--- config.mk ---
export PLATFORM = sky130hd
export DESIGN_NAME = twostage_wdt
export DESIGN_NICKNAME = d
export VERILOG_FILES = /design/src/rtl/wdt_pkg.sv /design/src/rtl/wdt_timebase.sv /design/src/rtl/wdt_ctrl.sv /design/src/rtl/wdt_rst_pulse.sv /design/src/rtl/twostage_wdt.sv
export SDC_FILE = /design/constraint.sdc
export NUM_CORES = 1
export LEC_CHECK = 0
export BUFFER_PORTS_ARGS = -buffer_cell sky130_fd_sc_hd__clkbuf_2
export CAP_MARGIN = 20
export CORE_ASPECT_RATIO = 0.7
export CORE_MARGIN = 10
export CORE_UTILIZATION = 45
export DETAILED_ROUTE_END_ITERATION = 8
export PLACE_DENSITY = 0.81
export SYNTH_ARGS = -nofsm -noshare
export SYNTH_HDL_FRONTEND = slang
export SYNTH_SLANG_ARGS = --single-unit
--- constraint.sdc ---
create_clock -name clk_i -period 6.5 [get_ports clk_i]
set_input_delay 0.325 -clock clk_i [delete_from_list [all_inputs] [get_ports clk_i]]
set_output_delay 0.325 -clock clk_i [all_outputs]
set_load 0.01 [all_outputs]
--- src/rtl/wdt_pkg.sv ---
`timescale 1ns/1ps
package wdt_pkg;
  localparam int ADDR_W   = 4;
  localparam int DATA_W   = 32;
  // register-0 bit positions (software-visible)
  localparam int SEEN_BIT = 3;
  localparam int EXP_BIT  = 2;
  localparam int ENA_BIT  = 1;
  localparam int ENB_BIT  = 0;

  typedef enum logic [1:0] {
    REG_CTL0  = 2'd0,
    REG_CTL1  = 2'd1,
    REG_TBASE = 2'd2,
    REG_NONE  = 2'd3
  } reg_sel_e;
endpackage

--- src/rtl/wdt_timebase.sv ---
`timescale 1ns/1ps
module wdt_timebase #(
  parameter int INTERVAL_W = 8
) (
  input  logic                       clk_i,
  input  logic                       rst_ni,
  input  logic                       en_i,
  input  logic                       clr_i,
  output logic [wdt_pkg::DATA_W-1:0] tb_o,
  output logic                       wrap_o
);
  logic [wdt_pkg::DATA_W-1:0] tb_q;

  always_ff @(posedge clk_i or negedge rst_ni) begin
    if (!rst_ni)    tb_q <= '0;
    else if (clr_i) tb_q <= '0;
    else            tb_q <= tb_q + 32'd1;
  end

  assign tb_o   = tb_q;
  assign wrap_o = en_i && (&tb_q[INTERVAL_W-1:0]);

  p_tb_step_r2: assert property (@(posedge clk_i) disable iff (!rst_ni)
    !clr_i |=> tb_q == $past(tb_q) + 32'd1);
  p_tb_clear_r8: assert property (@(posedge clk_i) disable iff (!rst_ni)
    clr_i |=> tb_q == '0);
endmodule

--- src/rtl/wdt_ctrl.sv ---
`timescale 1ns/1ps
module wdt_ctrl
  import wdt_pkg::*;
(
  input  logic     clk_i,
  input  logic     rst_ni,
  input  logic     we_i,
  input  reg_sel_e sel_i,
  input  logic [3:0] wdata_i,
  input  logic     wrap_i,
  output logic     seen_o,
  output logic     expired_o,
  output logic     en_a_o,
  output logic     en_b_o,
  output logic     kick_o,
  output logic     fire_o
);
  logic seen_q, exp_q, en_a_q, en_b_q;
  logic wr0, wr1, kick, fire, arm;

  assign wr0  = we_i && (sel_i == REG_CTL0);
  assign wr1  = we_i && (sel_i == REG_CTL1);
  assign kick = wr0 && wdata_i[EXP_BIT];
  // keepalive in the same cycle overrides either expiry stage
  assign fire = wrap_i && exp_q && !kick;
  assign arm  = wrap_i && !exp_q && !kick;

  always_ff @(posedge clk_i or negedge rst_ni) begin
    if (!rst_ni) begin
      seen_q <= 1'b0;
      exp_q  <= 1'b0;
      en_a_q <= 1'b0;
      en_b_q <= 1'b0;
    end else if (fire) begin
      seen_q <= 1'b1;
      exp_q  <= 1'b0;
      en_a_q <= 1'b0;
      en_b_q <= 1'b0;
    end else begin
      if (wr0 && wdata_i[SEEN_BIT]) seen_q <= 1'b0;
      if (arm)       exp_q <= 1'b1;
      else if (kick) exp_q <= 1'b0;
      if (wr0) begin
        en_a_q <= wdata_i[ENA_BIT];
        en_b_q <= wdata_i[ENB_BIT];
      end else if (wr1) begin
        en_b_q <= wdata_i[ENB_BIT];
      end
    end
  end

  assign seen_o    = seen_q;
  assign expired_o = exp_q;
  assign en_a_o    = en_a_q;
  assign en_b_o    = en_b_q;
  assign kick_o    = kick;
  assign fire_o    = fire;

  p_disabled_quiet_r4: assert property (@(posedge clk_i) disable iff (!rst_ni)
    !(en_a_q || en_b_q) |=> !$rose(exp_q));
  p_first_irq_r5: assert property (@(posedge clk_i) disable iff (!rst_ni)
    (wrap_i && !exp_q && !kick) |=> (exp_q && !seen_q == !$past(seen_q)));
  p_second_rst_r6: assert property (@(posedge clk_i) disable iff (!rst_ni)
    (wrap_i && exp_q && !kick) |=> (seen_q && !exp_q && !en_a_q && !en_b_q));
  p_w1c_r7: assert property (@(posedge clk_i) disable iff (!rst_ni)
    (wr0 && wdata_i[SEEN_BIT] && !fire) |=> !seen_q);
  p_seen_sticky_r10: assert property (@(posedge clk_i) disable iff (!rst_ni)
    (seen_q && !wr0) |=> seen_q);
endmodule

--- src/rtl/wdt_rst_pulse.sv ---
`timescale 1ns/1ps
module wdt_rst_pulse #(
  parameter int RST_CYCLES = 4
) (
  input  logic clk_i,
  input  logic rst_ni,
  input  logic trig_i,
  output logic pulse_o
);
  localparam int CNT_W = $clog2(RST_CYCLES + 1);
  localparam logic [CNT_W-1:0] LOAD = CNT_W'(RST_CYCLES);

  logic [CNT_W-1:0] cnt_q;

  always_ff @(posedge clk_i or negedge rst_ni) begin
    if (!rst_ni)             cnt_q <= '0;
    else if (trig_i)         cnt_q <= LOAD;
    else if (cnt_q != '0)    cnt_q <= cnt_q - 1'b1;
  end

  assign pulse_o = (cnt_q != '0);

  p_pulse_start_r6: assert property (@(posedge clk_i) disable iff (!rst_ni)
    trig_i |=> pulse_o);
  p_pulse_bound_r6: assert property (@(posedge clk_i) disable iff (!rst_ni)
    cnt_q <= LOAD);
endmodule

--- src/rtl/twostage_wdt.sv ---
`timescale 1ns/1ps
module twostage_wdt
  import wdt_pkg::*;
#(
  parameter int INTERVAL_W = 8,
  parameter int RST_CYCLES = 4
) (
  input  logic              clk_i,
  input  logic              rst_ni,
  input  logic              we_i,
  input  logic [ADDR_W-1:0] addr_i,
  input  logic [DATA_W-1:0] wdata_i,
  output logic [DATA_W-1:0] rdata_o,
  output logic              irq_o,
  output logic              sys_rst_o
);
  reg_sel_e          sel;
  logic [DATA_W-1:0] tb;
  logic              wrap, seen, expired, en_a, en_b, kick, fire;
  logic              unused_bits;

  assign sel         = reg_sel_e'(addr_i[3:2]);
  assign unused_bits = ^{addr_i[1:0], wdata_i[DATA_W-1:4]};

  wdt_timebase #(.INTERVAL_W(INTERVAL_W)) u_tb (
    .clk_i  (clk_i),
    .rst_ni (rst_ni),
    .en_i   (en_a || en_b),
    .clr_i  (kick || fire),
    .tb_o   (tb),
    .wrap_o (wrap)
  );

  wdt_ctrl u_ctrl (
    .clk_i     (clk_i),
    .rst_ni    (rst_ni),
    .we_i      (we_i),
    .sel_i     (sel),
    .wdata_i   (wdata_i[3:0]),
    .wrap_i    (wrap),
    .seen_o    (seen),
    .expired_o (expired),
    .en_a_o    (en_a),
    .en_b_o    (en_b),
    .kick_o    (kick),
    .fire_o    (fire)
  );

  wdt_rst_pulse #(.RST_CYCLES(RST_CYCLES)) u_pulse (
    .clk_i   (clk_i),
    .rst_ni  (rst_ni),
    .trig_i  (fire),
    .pulse_o (sys_rst_o)
  );

  always_comb begin
    rdata_o = '0;
    case (sel)
      REG_CTL0:  rdata_o = {28'd0, seen, expired, en_a, en_b};
      REG_CTL1:  rdata_o = {31'd0, en_b};
      REG_TBASE: rdata_o = tb;
      default:   rdata_o = '0;
    endcase
  end

  assign irq_o = expired;

  initial begin
    assert (INTERVAL_W >= 8 && INTERVAL_W <= 31);
    assert (RST_CYCLES >= 1);
  end

  p_irq_no_rst_r5: assert property (@(posedge clk_i) disable iff (!rst_ni)
    $rose(irq_o) |-> !$rose(sys_rst_o));
  p_rst_clears_irq_r9: assert property (@(posedge clk_i) disable iff (!rst_ni)
    $rose(sys_rst_o) |-> !irq_o);
endmodule

### Word level (Yosys, flattened, before mapping)

Index checks and enable logic that the tools add are counted.

| storage, ports and cells | value |
|---|---|
| register bits after elaboration | 39 |
| input bits | 39 |
| output and inout bits | 34 |
| word-level logic and storage cells | 45 |

| cells by class | value |
|---|---|
| add/subtract/negate cells | 2 |
| eq/ne operators | 2 |
| mux-type cells | 14 |
| reduce and logical (&&, ||, !) cells | 21 |

Operators by type and width:

| cell | number |
|---|---|
| one-hot mux 32 bit (3 select lines) | 1 |
| adder 32 x 1 -> 32 bit (second input constant) | 1 |
| two-way mux 32 bit | 1 |
| two-way mux 1 bit | 10 |
| logical AND 1 bit | 9 |
| nonzero test 3 bit | 3 |
| AND reduction 8 bit | 1 |
| two-way mux 3 bit | 2 |
| nonzero test 2 bit | 3 |
| subtractor 3 x 1 -> 3 bit (second input constant) | 1 |
| equality test 2 x 1 -> 1 bit (second input constant) | 1 |
| equality test 2 bit (second input constant) | 1 |
| zero test 1 bit | 2 |
| zero test 2 bit | 1 |
| logical OR 1 bit | 2 |

### Depth between registers and ports, before layout

Gate-level depths: netlist (run 1).

| logic depth | value |
|---|---|
| word-level depth | 7 |
| gate-level depth with buffers | 7 |
| mapped depth without buffers | 5 |

### By module

Synthesis (run 1) repeated with hierarchy kept, for this count alone.

| second synthesis, totals | value |
|---|---|
| cells, all modules | 246 |
| area, all modules | 2,339.7 um2 |

By module, submodules not included:

| module | instances | cells each | area each (um2) | sequential area each (um2) |
|---|---|---|---|---|
| wdt_timebase | 1 | 170 | 1,627.8 | 800.8 |
| twostage_wdt | 1 | 43 | 339.1 | 0.0 |
| wdt_ctrl | 1 | 17 | 195.2 | 100.1 |
| wdt_rst_pulse | 1 | 16 | 177.7 | 75.1 |

### Least setup slack after synthesis (run 1)

No wires, ideal clock.

| timing path | value |
|---|---|
| path kind | register -> register |
| from | register u_tb.tb_q, in the netlist u_tb.tb_o[0] |
| to | register u_tb.tb_q, in the netlist u_tb.tb_o[24] |
| library setup time | 0.077 ns |
| arrival time | 1.954 ns |
| required time | 6.423 ns |
| path slack | 4.468 ns |
| cell stages (with the launch flop) | 8 |
| buffers on the path | 2 |
| clock period less this slack | 2.032 ns |
| cell sequence | dfrtp_1 > ha_1 > buf_2 > nand4_1 > or3_4 > buf_6 > or4_1 > a21oi_1 |

| on the way | value |
|---|---|
| word-level cells in the longest chain between the ends | 6 |
| elaborated cells between the ends (all ways) | 7 |
| those cells by class | add/sub: 1; mux: 1; reduce/logical: 5 |

Ends and longest elaborated chain:

| element | line | RTL |
|---|---|---|
| start: declaration | wdt_timebase.sv:12 | `logic [wdt_pkg::DATA_W-1:0] tb_q;` |
| start signal: assignment | wdt_timebase.sv:17 | `else tb_q <= tb_q + 32'd1;` |
| branches (longest 5 deep; another with adder 32 x 1 -> 32 bit) | n/a |  |
| two-way mux 32 bit (*) | wdt_timebase.sv:16 | `else if (clr_i) tb_q <= '0;` |

Mark *: on every way between the ends.
A chain may end at the register's enable or synchronous reset.

### Final worst setup path (run 1)

| timing path | value |
|---|---|
| from | register u_tb.tb_q, in the netlist u_tb.tb_o[0] |
| to | register u_tb.tb_q, in the netlist u_tb.tb_o[22] |

The elaborated chain is that of the path after synthesis.

==> out/qor_table.md, run 1 <==
| Metric | Reported | Unit |
|:---|:---|:---|
| # clock sinks | 39 | - |
| Cell family contributing the most delay on the critical path | simple AND/OR/NAND/NOR gates | - |
| Endpoint of the lowest-slack register-to-register path | u_tb.tb_o[22] | - |
| Initial antenna violation count | 0 | - |
| Count of boundary I/O pins | 73 | - |
| Worst hold slack across all endpoints | 0.1822 | ns |
| CTS max path bufs | 2 | - |
| Avg Vias per Cell | 5.337 | - |
| Status | completed | - |
| Number of H-tree levels | 2 | - |
| Drt initial violations | 146 | - |
| Unrepaired setup endpoints after global routing | no | - |
| Critical Path Max Stage Delay | 0.51 | ns |
| FMAX | 0.4414 | GHz |
| Endpoint kind of the worst setup timing path | register | - |
| Final net count | 334 | - |
| Cell Count Post-Placement | 354 | - |
| Max_cap viols | 0 | - |
| Via count | 1932 | - |
| Worst Setup Path Type | reg2reg | - |
| Filler Cell Count | 484 | - |
| Number of buffers inserted for hold repair after clock tree synthesis | 0 | - |
| Share of the yosys chip area belonging to registers | 0.4203 | - |
| Post-CTS setup buffer count | 0 | - |
| Detailed-router iteration count before antenna repair | 4 | - |
| Final Non-Filler Cells | 362 | - |
| CTS tree | built | - |
| PD cells | 236.4 | nW/µm² |
| Area enclosed by the die boundary | 8480 | µm² |
| Critical register-to-register path startpoint | u_tb.tb_o[0] | - |
| Final routed wire length divided by cell count | 14.64 | µm |
| Max-slew violation total from the final report | 0 | - |
| Ratio of cells with drive above 1 in the final layout | 0.2116 | - |
| Maximum number of pins on one net before global-route repair | 40 | - |
| Type of the tightest min-delay check | in2async | - |
| Leakage component of the power | 1.223 | nW |
| Synth async-reset ratio | 1.000 | - |
| Clock Latency Late Sink | 0.29 | ns |
| Critical path peak fanout | 14 | - |
| Largest vdd supply drop | 0.09981 | mV |
| Total congestion overflow | 0 | - |
| Crit path buf inv count | 0 | - |
| Half-perimeter wire length after placement | 3.873 | mm |
| Arrival time of data at the critical path endpoint | 2.47 | ns |
| Cts repair resizes | 0 | - |
| Final Wtd Congestion | 0.8059 | - |
| Syn Inst Count | 257 | - |
| Portion of the clock cycle consumed by the worst path in the final layout | 0.3485 | - |
| Count of buffers inserted at the top-level ports | 42 | - |
| Min cycle time layout | 2.266 | ns |
| Worst setup SP type | register | - |
| Area Growth Syn to Fin | 13.58 | % |
| Max-slew headroom | 0.3575 | - |
| Distinct cells, synth | 42 | - |
| Final cell area excluding filler cells | 2638 | µm² |
| Hold violation count in the final report | 0 | - |
| Flops & latches, synth | 39 | - |
| Cell row count | 21 | - |
| Synthesis Warnings | 0 | - |
| Start point of the critical path | u_tb.tb_o[0] | - |
| Effective utilization at floorplan | 0.4752 | - |
| Post-detailed-route count of antenna-violating nets | 0 | - |
| CORE AREA | 4887 | µm² |
| Primary FF master, synth | dfrtp_1 | - |
| Setup Viol. Count Final | 0 | - |
| Critical-path cell list | ha_1, nand4_1, or3_4, or4_1, a21oi_1 | - |
| Aggregate routed wire length | 5.300 | mm |
| Worst slew pin tran | 0.9637 | ns |
| Required time reported for the critical path endpoint | 6.71 | ns |
| Number of cells on the critical path | 5 | - |
| Number of design rule violations left after detail routing | 0 | - |
| Die Span X | 105.9 | µm |
| Length in cells of the worst reg-to-reg path | 5 | - |
| Post-synthesis average cell area | 9.036 | µm² |
| Count of flip-flops with a built-in enable after synthesis | 0 | - |
| Critical-path cell with the highest stage delay | or4_1 | - |
| Global-route wire length before repair | 9.259 | mm |
| Inserted Clock Buffers | 5 | - |
| Setup tns final | 0 | ns |
| Antenna diode count | 0 | - |
| Overall global routing resource usage | 0.1285 | - |
| Worst reg2reg setup slack | 4.23 | ns |
| Capture point of the worst path | u_tb.tb_o[22] | - |
| Setup skew after layout | 0.006668 | ns |
| Cell at the root of the clock tree | clkbuf_8 | - |
| Vias in the first global route | 1983 | - |
| Overall die height | 80.11 | µm |
| Net count of the mapped netlist | 299 | - |
| CTS clock-pin slew for the worst setup and hold paths | 0.08 | ns |
| Area of placed instances | 2554 | µm² |
| Cell area after synthesis | 2322 | µm² |
[worst reg2reg max path: stages, from the launching register on]
cell,delay (ns)
dfrtp_1,0.42
ha_1,0.35
nand4_1,0.27
or3_4,0.47
or4_1,0.52
a21oi_1,0.15
[placed cells by master, fill, tap and decap left out, types with 7 or more instances in the layout]
cell type  count
xor2_1         7
and2_1        29
xnor2_1        9
inv_1         11
a21oi_1       14
or4_1         10
clkbuf_2      42
nand3_1       11
o31ai_1        9
nor2_1        31
nand2_1       15
dfrtp_1       39
[power breakdown]
group | leakage (nW) | switching, mW | internal (mW) | total (mW)
combinational | 0.654 | 0.0726 | 0.0607 | 0.133
sequential | 0.521 | 0.0498 | 0.280 | 0.330
clock | 0.0477 | 0.0871 | 0.0735 | 0.161
total | 1.22 | 0.210 | 0.414 | 0.624
[per-layer routing]
layer | up-vias | share of wire | global-route usage
li1 | 964 | - | -
met1 | 928 | 0.49 | 0.1662
met4 | 0 | 0.0062 | 0.02426
met3 | 6 | 0.049 | 0.03589
met5 | - | 0 | 0
met2 | 34 | 0.46 | 0.2118
[area by class of cell]
cell class                 count  area [µm²]  area share
sequential                    39       975.9      0.3700
timing repair buffer          43       217.7     0.08254
tap                           69       86.33     0.03273
inverter                      11       41.29     0.01565
clock inverter                 3       15.01    0.005693
multi-input combinational    192        1232      0.4673
clock buffer                   5       68.82     0.02609
[kinds of logic (layout without fill, tap and decap cells)]
| kind of cell | after synthesis | count (layout) | synth area share |
|---|---|---|---|
| flops | 39 | 39 | 0.4203 |
| simple gates | 130 | 130 | 0.3217 |
| compound gates | 36 | 36 | 0.1013 |
| xor+xnor | 16 | 16 | 0.06035 |
| mux | 7 | 7 | 0.03125 |
| fa+ha+maj | 3 | 3 | 0.01617 |
| buf+inv | 26 | 62 | 0.04903 |
[metrics by stage]
step | power, mW | utilization | setup WS (ns)
after floorplan | 0.4250 | - | 4.468
after global placement | 0.4591 | 0.5225 | 4.176
after detailed placement | 0.4697 | 0.5225 | 4.015
after CTS | 0.6307 | 0.5397 | 4.233
after global routing | 0.6648 | 0.5397 | 4.075
final | 0.6236 | 0.5397 | 4.234
[synthesized netlist by cell type (2+ instances only)]
library cell	count	area (µm²)
dfrtp_1	39	975.9
nor2_1	31	116.4
and2_1	29	181.4
nand2_1	15	56.30
a21oi_1	14	70.07
inv_1	11	41.29
nand3_1	11	55.05
or4_1	10	75.07
o31ai_1	9	67.56
xnor2_1	9	78.83
clkbuf_1	7	26.28
xor2_1	7	61.31
buf_2	6	30.03
mux2i_1	5	50.05
nor4_1	5	31.28
o21ai_0	5	25.02
and3_1	4	25.02
nand4_1	4	25.02
nor3_1	4	20.02
ha_1	3	37.54
nor2b_1	3	18.77
or3_1	3	18.77
and4_1	2	17.52
mux2_2	2	22.52
nand4_4	2	42.54
[state kept, by name, summed over array words and instances, names as in the netlist]
register and cells:
u_tb.tb_o 32, u_ctrl.en_b_o 1, u_pulse.cnt_q 3, u_ctrl.expired_o 1
u_ctrl.seen_o 1, u_ctrl.en_a_o 1
[how the worst min path moves through the flow]
stage | endpoint
global placement | u_ctrl.seen_o
floorplan | u_ctrl.en_a_o
finish | u_ctrl.en_b_o
global route | u_tb.tb_o[0]
detailed placement | u_ctrl.seen_o
CTS | u_ctrl.en_b_o
Note: power is estimated with default switching activity, not from simulation.
==> run 2: changes to the inputs <==
--- a/config.mk
+++ b/config.mk
@@ -11,7 +11,7 @@
 export CORE_MARGIN = 10
 export CORE_UTILIZATION = 45
 export DETAILED_ROUTE_END_ITERATION = 8
-export PLACE_DENSITY = 0.81
+export PLACE_DENSITY = 0.84
 export SYNTH_ARGS = -nofsm -noshare
 export SYNTH_HDL_FRONTEND = slang
 export SYNTH_SLANG_ARGS = --single-unit
==> constraint.sdc (replaced) <==
create_clock -name clk_i -period 2 [get_ports clk_i]
set_input_delay 0.1 -clock clk_i [delete_from_list [all_inputs] [get_ports clk_i]]
set_output_delay 0.1 -clock clk_i [all_outputs]
set_load 0.01 [all_outputs]
==> run 2 against run 1 <==
Sequential power grew to 3.2 times the previous value; first-iteration DRC count shrank 12%; combinational power grew to 4.1 times the previous value; final cell count grew 7.2%; via count grew 7.3%; sequential cell count is the same; critical path type unchanged; largest power group unchanged.
==> out/qor_table.md, run 2 (synthesis gave the netlist of run 1 again) <==
| Metric | Reported | Unit | vs previous |
|:---|:---|:---|:---|
| Clock Latency Late Sink | 0.30 | ns | about the same |
| Pre-CTS WS | 0.006111 | ns | -4.008 ns |
| Portion of the clock cycle consumed by the worst path in the final layout | 0.9579 | - | +0.6094 |
| Avg Vias per Cell | 5.345 | - | +0.16% |
| Cell at the root of the clock tree | clkbuf_8 | - |  |
| Final Wtd Congestion | 0.8530 | - | +5.8% |
| Critical-path cell with the highest stage delay | dfrtp_1 | - |  |
| Final net count | 360 | - | +7.8% |
| Leakage component of the power | 1.356 | nW | +11% |
| Worst Hold Endpoint | u_ctrl.seen_o | - |  |
| Vias in the first global route | 2090 | - | +5.4% |
| Max-slew violation total from the final report | 0 | - | unchanged |
| FMAX | 0.5220 | GHz | +18% |
| Setup skew after layout | 0.007262 | ns | +0.0005940 ns |
| Required time reported for the critical path endpoint | 2.19 | ns | -4.52 ns |
| CTS clock-pin slew for the worst setup and hold paths | 0.08 | ns | about the same |
| Length in cells of the worst reg-to-reg path | 5 | - | unchanged |
| Global-route wire length before repair | 9.936 | mm | +7.3% |
| Internal power | 1.493 | mW | +260% |
| Final routed wire length divided by cell count | 14.78 | µm | +0.92% |
| Aggregate routed wire length | 5.733 | mm | +8.2% |
| Antenna diode count | 0 | - | unchanged |
| CTS tree | built | - |  |
| Worst setup SP type | register | - |  |
| Commonest cells after routing, fill and taps aside | 42 x clkbuf_2, 37 x dfrtp_1, 31 x nor2_1, 29 x and2_1, 26 x buf_4 | - |  |
| Overall die height | 80.11 | µm | unchanged |
| Max_cap viols | 0 | - | unchanged |
| Overall global routing resource usage | 0.1436 | - | +0.01505 |
| Number of design rule violations left after detail routing | 0 | - | unchanged |
| Max-slew headroom | 0.6120 | - | +0.2545 |
| CORE AREA | 4887 | µm² | unchanged |
| Largest vdd supply drop | 0.3347 | mV | +240% |
| Total congestion overflow | 0 | - | unchanged |
| Number of cells traversed by the worst hold path | 3 | - |  |
| Critical-path cell list | buf_4, and4_2, nand4_1, nor4_1, mux2_2 | - |  |
| Most utilized layer in the global route result | met2 | - |  |
| Detailed-router iteration count before antenna repair | 4 | - | unchanged |
| Setup Viol. Count Final | 0 | - | unchanged |
| Count of buffers inserted at the top-level ports | 42 | - | unchanged |
| Endpoint of the lowest-slack register-to-register path | u_tb.tb_o[27] | - |  |
| Global Route met1 Usage | 0.1771 | - | +0.01089 |
| Critical path peak fanout | 7 | - | -7 |
| Number of flip-flops in the largest register | 32 | - | unchanged |
| Filler Cell Count | 443 | - | -8.5% |
| Area enclosed by the die boundary | 8480 | µm² | unchanged |
| Type of the tightest min-delay check | in2reg | - |  |
| Clock share of power | 0.270 | - | +0.012 |
| CTS max path bufs | 2 | - | unchanged |
| Inserted Clock Buffers | 5 | - | unchanged |
| Arrival time of data at the critical path endpoint | 2.10 | ns | -0.37 ns |
| Worst Setup Path Type | reg2reg | - |  |
| Setup tns final | 0 | ns | unchanged |
| Final WS setup | 0.08413 | ns | -4.150 ns |
| PD cells | 768.8 | nW/µm² | +230% |
| Post-detailed-route count of antenna-violating nets | 0 | - | unchanged |
| Endpoint kind of the worst setup timing path | register | - |  |
| Number of H-tree levels | 2 | - | unchanged |
| Count of boundary I/O pins | 73 | - | unchanged |
| Final Power | 2.201 | mW | +250% |
| # clock sinks | 39 | - | unchanged |
| Critical Path Max Stage Delay | 0.44 | ns | -0.07 ns |
| Effective utilization at floorplan | 0.4752 | - | unchanged |
| Combinational share of power | 0.250 | - | +0.036 |
| Min cycle time layout | 1.916 | ns | -0.3497 ns |
| Via count | 2074 | - | +7.3% |
| Worst Hold Launch | wdata_i[3] | - |  |
| Grt met2 use | 0.2365 | - | +0.02463 |
| Sequential group share of total power | 0.479 | - | -0.050 |
| Cell row count | 21 | - | unchanged |
| Worst reg2reg setup slack | 0.08 | ns | -4.15 ns |
| Ratio of cells with drive above 1 in the final layout | 0.2821 | - | +0.07053 |
| Die Span X | 105.9 | µm | unchanged |
| Half-perimeter wire length after placement | 4.311 | mm | +11% |
| Critical register-to-register path startpoint | u_tb.tb_o[2] | - |  |
| Most common cell after layout, fill and taps aside | clkbuf_2 | - |  |
| Net Sw Frac | 0.3214 | - | -0.01452 |
| Area Growth Syn to Fin | 23.28 | % |  |
| Worst slew pin tran | 0.5766 | ns | -0.3871 ns |
| Hold violation count in the final report | 0 | - | unchanged |
| Met3 Use GR | 0.03828 | - | +0.002392 |
| Maximum number of pins on one net before global-route repair | 21 | - | -48% |
| Switching power | 0.7074 | mW | +240% |
| Drt initial violations | 129 | - | -12% |
| Status | completed | - |  |
| Initial antenna violation count | 0 | - | unchanged |
run 2: changes by cell type in the layout (fill, tap and decap cells not counted), sizes merged:
cell,delta
buf,+25
dlygate4sd3,+1
clkbuf,+3
clkinv,-3
run 2: layout make-up:
type	instances	area, µm²	share of cell area
Timing Repair Buffer	69	415.4	0.1451
Inverter	11	41.29	0.01442
Clock buffer	8	100.1	0.03496
Multi-Input combinational cell	192	1241	0.4336
Tap cell	69	86.33	0.03016
Sequential cell	39	978.4	0.3418
run 2: through the flow:
stage          utilization  std cells  cell area [µm²]  hold slack (ns)
6_report            0.5858        388             2863          0.05329
5_1_grt             0.5858        388             2863          0.09200
4_1_cts             0.5758        383             2814          0.04274
3_5_place_dp        0.5533        374             2704           0.1012
3_3_place_gp        0.5533        374             2704          0.08619
2_1_floorplan            -        257             2325          -0.1956
run 2: worst max path at each step:
| stage | from | to | slack (ns) | depth (start not counted) |
|---|---|---|---|---|
| after floorplan | u_tb.tb_o[0] | u_tb.tb_o[24] | 0.01 | 7 |
| final | u_tb.tb_o[2] | u_tb.tb_o[27] | 0.08 | 5 |
| after detailed placement | u_tb.tb_o[12] | u_tb.tb_o[27] | 0.006 | 4 |
| after global routing | u_tb.tb_o[2] | u_tb.tb_o[31] | -0.009 | 5 |
| after global placement | u_tb.tb_o[12] | u_tb.tb_o[27] | 0.07 | 4 |
| after CTS | u_tb.tb_o[12] | u_tb.tb_o[27] | 0.004 | 4 |
run 2: timing repair:
action,CTS,global route
resized for setup,0,4
setup endpoints to repair,0,8
hold buffers,1,0
hold endpoints to repair,18,0
buffers inserted,0,5
run 2: worst max-delay path, delay by kind of cell (launching register included):
family	cells	cell delay [ns]
and+or+nand+nor	3	0.81
DFF	1	0.44
muxes	1	0.38
buffers and inverters	1	0.17
run 2: layer usage:
layer  up-vias  wire length (µm)
met5         -                 0
met2        44              2681
met4         0                80
li1       1020                 -
met3         7               292
met1      1003              2678
run 2: power groups by stage:
stage	Combinational, mW	Clock (mW)	Sequential (mW)
2_1_floorplan	0.364	0	1.02
3_3_place_gp	0.484	0	1.06
3_5_place_dp	0.513	0	1.07
4_1_cts	0.518	0.610	1.05
5_1_grt	0.622	0.634	1.07
6_report	0.550	0.595	1.06
